--- config.mk ---
export PLATFORM = sky130hd
export DESIGN_NAME = iowin_xlate
export DESIGN_NICKNAME = d
export VERILOG_FILES = /design/src/rtl/iowin_pkg.sv /design/src/rtl/iowin_mode_sync.sv /design/src/rtl/iowin_addr_map.sv /design/src/rtl/iowin_lane_pack.sv /design/src/rtl/iowin_lane_unpack.sv /design/src/rtl/iowin_xlate.sv
export SDC_FILE = /design/constraint.sdc
export NUM_CORES = 1
export LEC_CHECK = 0
export BUFFER_PORTS_ARGS = -buffer_cell sky130_fd_sc_hd__buf_2
export CORE_MARGIN = 2
export CORE_UTILIZATION = 52
export DETAILED_ROUTE_END_ITERATION = 10
export PLACE_DENSITY = 0.76
export SYNTH_ARGS = -nofsm -noshare
export SYNTH_HDL_FRONTEND = slang
export SYNTH_HIERARCHICAL = 1
export SYNTH_SLANG_ARGS = --single-unit
export TNS_END_PERCENT = 5
--- constraint.sdc ---
create_clock -name clk -period 2.9 [get_ports clk]
set_input_delay 0.145 -clock clk [delete_from_list [all_inputs] [get_ports clk]]
set_output_delay 0.145 -clock clk [all_outputs]
set_load 0.1 [all_outputs]
--- src/rtl/iowin_pkg.sv ---
package iowin_pkg;

    localparam int unsigned SZW = 3;

    typedef enum logic [1:0] {
        ST_IDLE = 2'd0,
        ST_BUSY = 2'd1,
        ST_RESP = 2'd2
    } xfer_st_e;

    function automatic logic size_legal(input logic [SZW-1:0] sz);
        return (sz == 3'd1) || (sz == 3'd2) || (sz == 3'd4);
    endfunction

endpackage

--- src/rtl/iowin_mode_sync.sv ---
module iowin_mode_sync #(
    parameter int STAGES = 2
) (
    input  logic clk,
    input  logic rst_n,
    input  logic async_in,
    output logic sync_out
);
    logic [STAGES-1:0] sh_d, sh_q;

    generate
        if (STAGES == 1) begin : g_one
            always_comb sh_d = async_in;
        end else begin : g_many
            always_comb sh_d = {sh_q[STAGES-2:0], async_in};
        end
    endgenerate

    always_ff @(posedge clk or negedge rst_n) begin
        if (!rst_n) sh_q <= '0;
        else        sh_q <= sh_d;
    end

    assign sync_out = sh_q[STAGES-1];
endmodule

--- src/rtl/iowin_addr_map.sv ---
module iowin_addr_map #(
    parameter int WIN_LOG2  = 23,
    parameter int IO_AW     = 20,
    parameter int PAGE_LOG2 = 12,
    parameter int KEEP_LO   = 5,
    parameter int FLAT_BITS = 16
) (
    input  logic [WIN_LOG2-1:0] offset,
    input  logic                sparse,
    output logic [IO_AW-1:0]    io_addr
);
    localparam int SPARSE_W = WIN_LOG2 - PAGE_LOG2 + KEEP_LO;

    logic [SPARSE_W-1:0]  sparse_addr;
    logic [FLAT_BITS-1:0] flat_addr;

    // page number lands directly above the kept low bits
    assign sparse_addr = {offset[WIN_LOG2-1:PAGE_LOG2], offset[KEEP_LO-1:0]};
    assign flat_addr   = offset[FLAT_BITS-1:0];

    always_comb begin
        if (sparse) io_addr = IO_AW'(sparse_addr);
        else        io_addr = IO_AW'(flat_addr);
    end
endmodule

--- src/rtl/iowin_lane_pack.sv ---
module iowin_lane_pack #(
    parameter int LANES = 4
) (
    input  logic [$clog2(LANES)-1:0] lo,
    input  logic [2:0]               size,
    input  logic [8*LANES-1:0]       data_in,
    output logic [LANES-1:0]         be,
    output logic [8*LANES-1:0]       data_out
);
    localparam int LOG = $clog2(LANES);

    logic [LOG-1:0] lane_of [LANES];

    genvar g;
    generate
        for (g = 0; g < LANES; g++) begin : g_lane
            assign lane_of[g] = lo + LOG'(g);
        end
    endgenerate

    always_comb begin
        be       = '0;
        data_out = '0;
        for (int i = 0; i < LANES; i++) begin
            if (int'(size) > i) begin
                be[lane_of[i]]               = 1'b1;
                data_out[lane_of[i]*8 +: 8]  = data_in[i*8 +: 8];
            end
        end
    end
endmodule

--- src/rtl/iowin_lane_unpack.sv ---
module iowin_lane_unpack #(
    parameter int LANES = 4
) (
    input  logic [$clog2(LANES)-1:0] lo,
    input  logic [2:0]               size,
    input  logic [8*LANES-1:0]       lane_data,
    output logic [8*LANES-1:0]       data_out
);
    localparam int LOG = $clog2(LANES);

    logic [LOG-1:0] lane_of [LANES];

    genvar g;
    generate
        for (g = 0; g < LANES; g++) begin : g_lane
            assign lane_of[g] = lo + LOG'(g);
        end
    endgenerate

    always_comb begin
        data_out = '0;
        for (int i = 0; i < LANES; i++) begin
            if (int'(size) > i) data_out[i*8 +: 8] = lane_data[lane_of[i]*8 +: 8];
        end
    end
endmodule

--- src/rtl/iowin_xlate.sv ---
module iowin_xlate
    import iowin_pkg::*;
#(
    parameter logic [31:0] WIN_BASE    = 32'h8000_0000,
    parameter int          WIN_LOG2    = 23,
    parameter int          IO_AW       = 20,
    parameter int          LANES       = 4,
    parameter int          SYNC_STAGES = 2
) (
    input  logic                clk,
    input  logic                rst_n,
    input  logic                mode_sel,
    input  logic                req_valid,
    output logic                req_ready,
    input  logic [31:0]         req_addr,
    input  logic                req_write,
    input  logic [2:0]          req_size,
    input  logic [8*LANES-1:0]  req_wdata,
    output logic                rsp_valid,
    output logic                rsp_err,
    output logic [8*LANES-1:0]  rsp_rdata,
    output logic                io_valid,
    input  logic                io_ack,
    output logic [IO_AW-1:0]    io_addr,
    output logic                io_write,
    output logic [LANES-1:0]    io_be,
    output logic [8*LANES-1:0]  io_wdata,
    input  logic [8*LANES-1:0]  io_rdata
);
    localparam int DW  = 8 * LANES;
    localparam int LOG = $clog2(LANES);

    typedef struct packed {
        xfer_st_e        st;
        logic [IO_AW-1:0] addr;
        logic [LANES-1:0] be;
        logic [DW-1:0]    wdata;
        logic             write;
        logic [LOG-1:0]   lo;
        logic [SZW-1:0]   size;
        logic [DW-1:0]    rdata;
        logic             err;
    } xfer_t;

    xfer_t r_d, r_q;

    // mode synchronizer
    logic mode_sync;
    iowin_mode_sync #(.STAGES(SYNC_STAGES)) u_sync (
        .clk      (clk),
        .rst_n    (rst_n),
        .async_in (mode_sel),
        .sync_out (mode_sync)
    );

    // window decode
    logic [31:0] offset_full;
    logic        in_window;
    logic        size_ok;
    assign offset_full = req_addr - WIN_BASE;
    assign in_window   = (offset_full >> WIN_LOG2) == 32'd0;
    assign size_ok     = size_legal(req_size);

    // offset to I/O address
    logic [IO_AW-1:0] mapped_addr;
    iowin_addr_map #(.WIN_LOG2(WIN_LOG2), .IO_AW(IO_AW)) u_map (
        .offset  (offset_full[WIN_LOG2-1:0]),
        .sparse  (mode_sync),
        .io_addr (mapped_addr)
    );

    // request lanes
    logic [LANES-1:0] pack_be;
    logic [DW-1:0]    pack_wdata;
    iowin_lane_pack #(.LANES(LANES)) u_pack (
        .lo       (mapped_addr[LOG-1:0]),
        .size     (req_size),
        .data_in  (req_wdata),
        .be       (pack_be),
        .data_out (pack_wdata)
    );

    // return lanes
    logic [DW-1:0] unpack_rdata;
    iowin_lane_unpack #(.LANES(LANES)) u_unpack (
        .lo        (r_q.lo),
        .size      (r_q.size),
        .lane_data (io_rdata),
        .data_out  (unpack_rdata)
    );

    always_comb begin
        r_d = r_q;
        unique case (r_q.st)
            ST_IDLE: begin
                if (req_valid) begin
                    r_d.rdata = '0;
                    if (in_window && size_ok) begin
                        r_d.st    = ST_BUSY;
                        r_d.err   = 1'b0;
                        r_d.addr  = mapped_addr;
                        r_d.be    = pack_be;
                        r_d.wdata = req_write ? pack_wdata : '0;
                        r_d.write = req_write;
                        r_d.lo    = mapped_addr[LOG-1:0];
                        r_d.size  = req_size;
                    end else begin
                        r_d.st  = ST_RESP;
                        r_d.err = 1'b1;
                    end
                end
            end
            ST_BUSY: begin
                if (io_ack) begin
                    r_d.st    = ST_RESP;
                    r_d.rdata = r_q.write ? '0 : unpack_rdata;
                end
            end
            ST_RESP: begin
                r_d.st = ST_IDLE;
            end
            default: r_d.st = ST_IDLE;
        endcase
    end

    always_ff @(posedge clk or negedge rst_n) begin
        if (!rst_n) begin
            r_q       <= '0;
            r_q.st    <= ST_IDLE;
        end else begin
            r_q <= r_d;
        end
    end

    assign req_ready = (r_q.st == ST_IDLE);
    assign io_valid  = (r_q.st == ST_BUSY);
    assign rsp_valid = (r_q.st == ST_RESP);
    assign rsp_err   = r_q.err;
    assign rsp_rdata = r_q.rdata;
    assign io_addr   = r_q.addr;
    assign io_be     = r_q.be;
    assign io_wdata  = r_q.wdata;
    assign io_write  = r_q.write;
endmodule

==> flow_metrics.env <==
export IMPL_postRouteWirelength_mm=19.1
export IMPL_inserted_clock_buffers=9
export IMPL_gr_total_overflow=0
export IMPL_met3_usage_pct=5.63
export IMPL_io_pins=198
export IMPL_async_reset_ff_share_pct=100
export IMPL_dpl_hpwl_mm=13.9
export IMPL_rsz0062_at_grt="no"
export IMPL_cts_tree="built"
export IMPL_worstPathRequired_ns=3.16
export IMPL_finalCriticalPeriod_ns=2.14
export IMPL_drc=0
export IMPL_avgRoutedWirePerCell_microns=18.9
export IMPL_die_area_sq_um=15400
export IMPL_crit_path_start="req_addr[0]"
export IMPL_synth_edff_count=0
export IMPL_setup_tns_final_ns=0
export IMPL_cts_hold_buffers=2
export IMPL_detail_route_vias_per_cell=5.98
export IMPL_yosys_top_cells_count="nand2_1, buf_4, dfrtp_1, inv_1, and2_1"
export IMPL_port_buffers=197
export IMPL_number_of_clock_sinks=97
export IMPL_antenna_viol_nets_final=0
export IMPL_timing_fmax_mhz=468
export IMPL_post_synth_top_count_cell="nand2_1"
export IMPL_syn_mean_instance_area_sq_um=10.1
export IMPL_numPlacedInstances=996
export IMPL_post_cts_buffers=0
export IMPL_gp_congestion=0.954
export IMPL_use_met2_pct=41.5
export IMPL_floorplan_die_height_microns=124
export IMPL_synth_distinct_cells=55
export IMPL_worst_ir_drop_vdd_v=0.000242
export IMPL_outcome="finished, final reports clean"
export IMPL_worstPathArrival_ns=2.40
export IMPL_synth_largest_area_cell="dfrtp_1"
export IMPL_syn_instance_count=742
export IMPL_first_iter_violations=570
export IMPL_critical_path_reg2reg_startpoint="io_addr[0]"
export IMPL_finalHoldViolCount=0
export IMPL_fillCellCount=1237
export IMPL_cellLeakagePower_nw=4.01
export IMPL_fin_skew_ns=0.0115
export IMPL_crit_path_end_kind="flop"
export IMPL_postSynthRegisterBits=97
export IMPL_ys_top_cells_by_area="dfrtp_1, buf_4, mux4_2"
export IMPL_die_width_microns=124
export IMPL_critPathLaunchType="primary input"
export IMPL_number_of_global_route_vias_before_repair=5872
export IMPL_most_congested_layer_reported_by_global_routing="met2"
export IMPL_final_instance_count_excl_fill=1013
export IMPL_clkLatencyLatePin_ns=0.35
export IMPL_maxCapViolations=0
export IMPL_critical_path_max_fanout=10
export IMPL_grt_first_pass_wirelength_mm=30.1
export IMPL_synthFlopType="dfrtp_1"
export IMPL_maximum_number_of_pins_on_one_net_before_global_route_repair=52
export IMPL_detailroute_via_count=6058
export IMPL_htreeDepth=3
export IMPL_clock_path_buffers=2
export IMPL_drt_pass1_iterations=7
export IMPL_fin_crit_share_pct=73.6
export IMPL_synth_top_area_share_pct=32.4
export IMPL_syn_cell_area_sq_um=7490
export IMPL_hp_start="io_ack"
export IMPL_standard_cell_row_count=43
export IMPL_seq_area_frac_synth_pct=32.4
export IMPL_placeableCoreArea_sq_um=14000
export IMPL_areaGrowthSynthToFinish_pct=8.74
export IMPL_yosysWarningCount=6
export IMPL_hold_worst_slack_ns=0.0113
export IMPL_insertedDiodeCount=0
export IMPL_antenna_found_initial=0
export IMPL_globalRouteTotalUtil_pct=25.1
export IMPL_effective_utilization_at_floorplan_pct=53.6
export IMPL_worst_hold_path_type="primary input to flop"
export IMPL_slew_viol_final=0
export IMPL_maxSlewHeadroom_pct=41.5
export IMPL_max_slew_worst_pin_slew_ns=0.877
export IMPL_post_cts_resized=0
export IMPL_layout_drive_gt1_share_pct=34.7
export IMPL_clk_transition_reported_paths_ns=0.07
export IMPL_critPathKind="primary input to flop"
export IMPL_ctsRootBufferMaster="clkbuf_16"
export IMPL_powerDensity_nw_per_um2=398
export IMPL_finalNetCount=942
export IMPL_global_route_usage_met1_pct=32.9
export IMPL_setup_viol=0
==> worst max-delay path, cell delays in order <==
cell and delay (ns):
buf_2 0.11, inv_1 0.24, ha_1 0.44, nand3b_1 0.17, a2111oi_4 0.55, a221oi_1 0.20, o31ai_1 0.27, nand2_1 0.08
mux2i_1 0.19
==> where the power goes <==
part	internal (mW)	switching (mW)	leakage (nW)
clock	0.696	0.542	0.146
combinational	0.227	0.394	2.68
sequential	1.37	0.0146	1.18
==> sequential cells by signal, summed over array words and instances (netlist names) <==
name         flops
io_addr         20
io_be            4
io_wdata        32
io_write         1
r_q              5
rsp_err          1
rsp_rdata       32
u_sync/sh_q      2
==> kinds of logic (layout without fill, tap and decap cells) <==
family	Yosys count	in the layout	synth area share, %
fa+ha+maj	8	8	1.34
xor+xnor	1	1	0.117
flops	97	97	32.4
buf+inv	178	266	15.8
other cells	1	4	0.0501
mux	104	104	20.5
simple gates	232	232	15.6
compound gates	121	121	14.2
==> cells in the final DEF, fill, tap and decap left out, drive strengths merged, types with 3 or more instances in the layout <==
cell type,count
mux2i,33
mux2,39
conb,4
ha,8
or2,5
nand3,33
a21oi,13
a2111oi,3
a221o,24
a32o,24
mux4,32
dfrtp,97
a21o,29
nor4,3
o31ai,8
clkbuf,10
buf,212
nor2,11
o21ai,3
nor3,10
nor4b,4
a221oi,10
and2,35
nand2,117
nand2b,4
inv,39
==> through the flow <==
step	util (%)	worst slack [ns]	power [mW]	cell area, sq um
finish	58.2	0.765	3.24	8150
global route	58.2	0.587	3.36	8150
CTS	58.2	0.807	3.26	8150
detailed placement	55.9	0.437	2.02	7820
global placement	55.9	0.534	2.01	7820
floorplan	-	0.119	1.82	7500
==> final timing paths <==
kind                             endpoint  slack, ns  cells after the start
min in group asynchronous   rsp_rdata[11]       0.38                      2
min                               r_q[95]       0.01                      2
max                          io_wdata[21]       0.76                      9
max in group asynchronous    io_wdata[30]       1.82                      3
min reg2reg                u_sync/sh_q[1]       0.35                      0
max reg2reg                 rsp_rdata[12]       0.90                      4
==> routing by layer <==
layer,part of all wire [%],up-vias,wire (microns)
li1,-,2738,-
met1,41,2933,7810
met2,47,341,9060
met3,9.9,46,1900
met4,2.0,0,376
met5,0,-,0
==> final cells by class <==
cell class | count | area [sq um] | area share [%]
Sequential cell | 97 | 2430 | 29.8
Tap cell | 180 | 225 | 2.76
Inverter | 37 | 139 | 1.71
Clock inverter | 5 | 63.8 | 0.783
Timing Repair Buffer | 214 | 1150 | 14.1
Multi-Input combinational cell | 470 | 3900 | 47.9
Clock buffer | 10 | 239 | 2.93
Power figures use the tool's default switching activity.
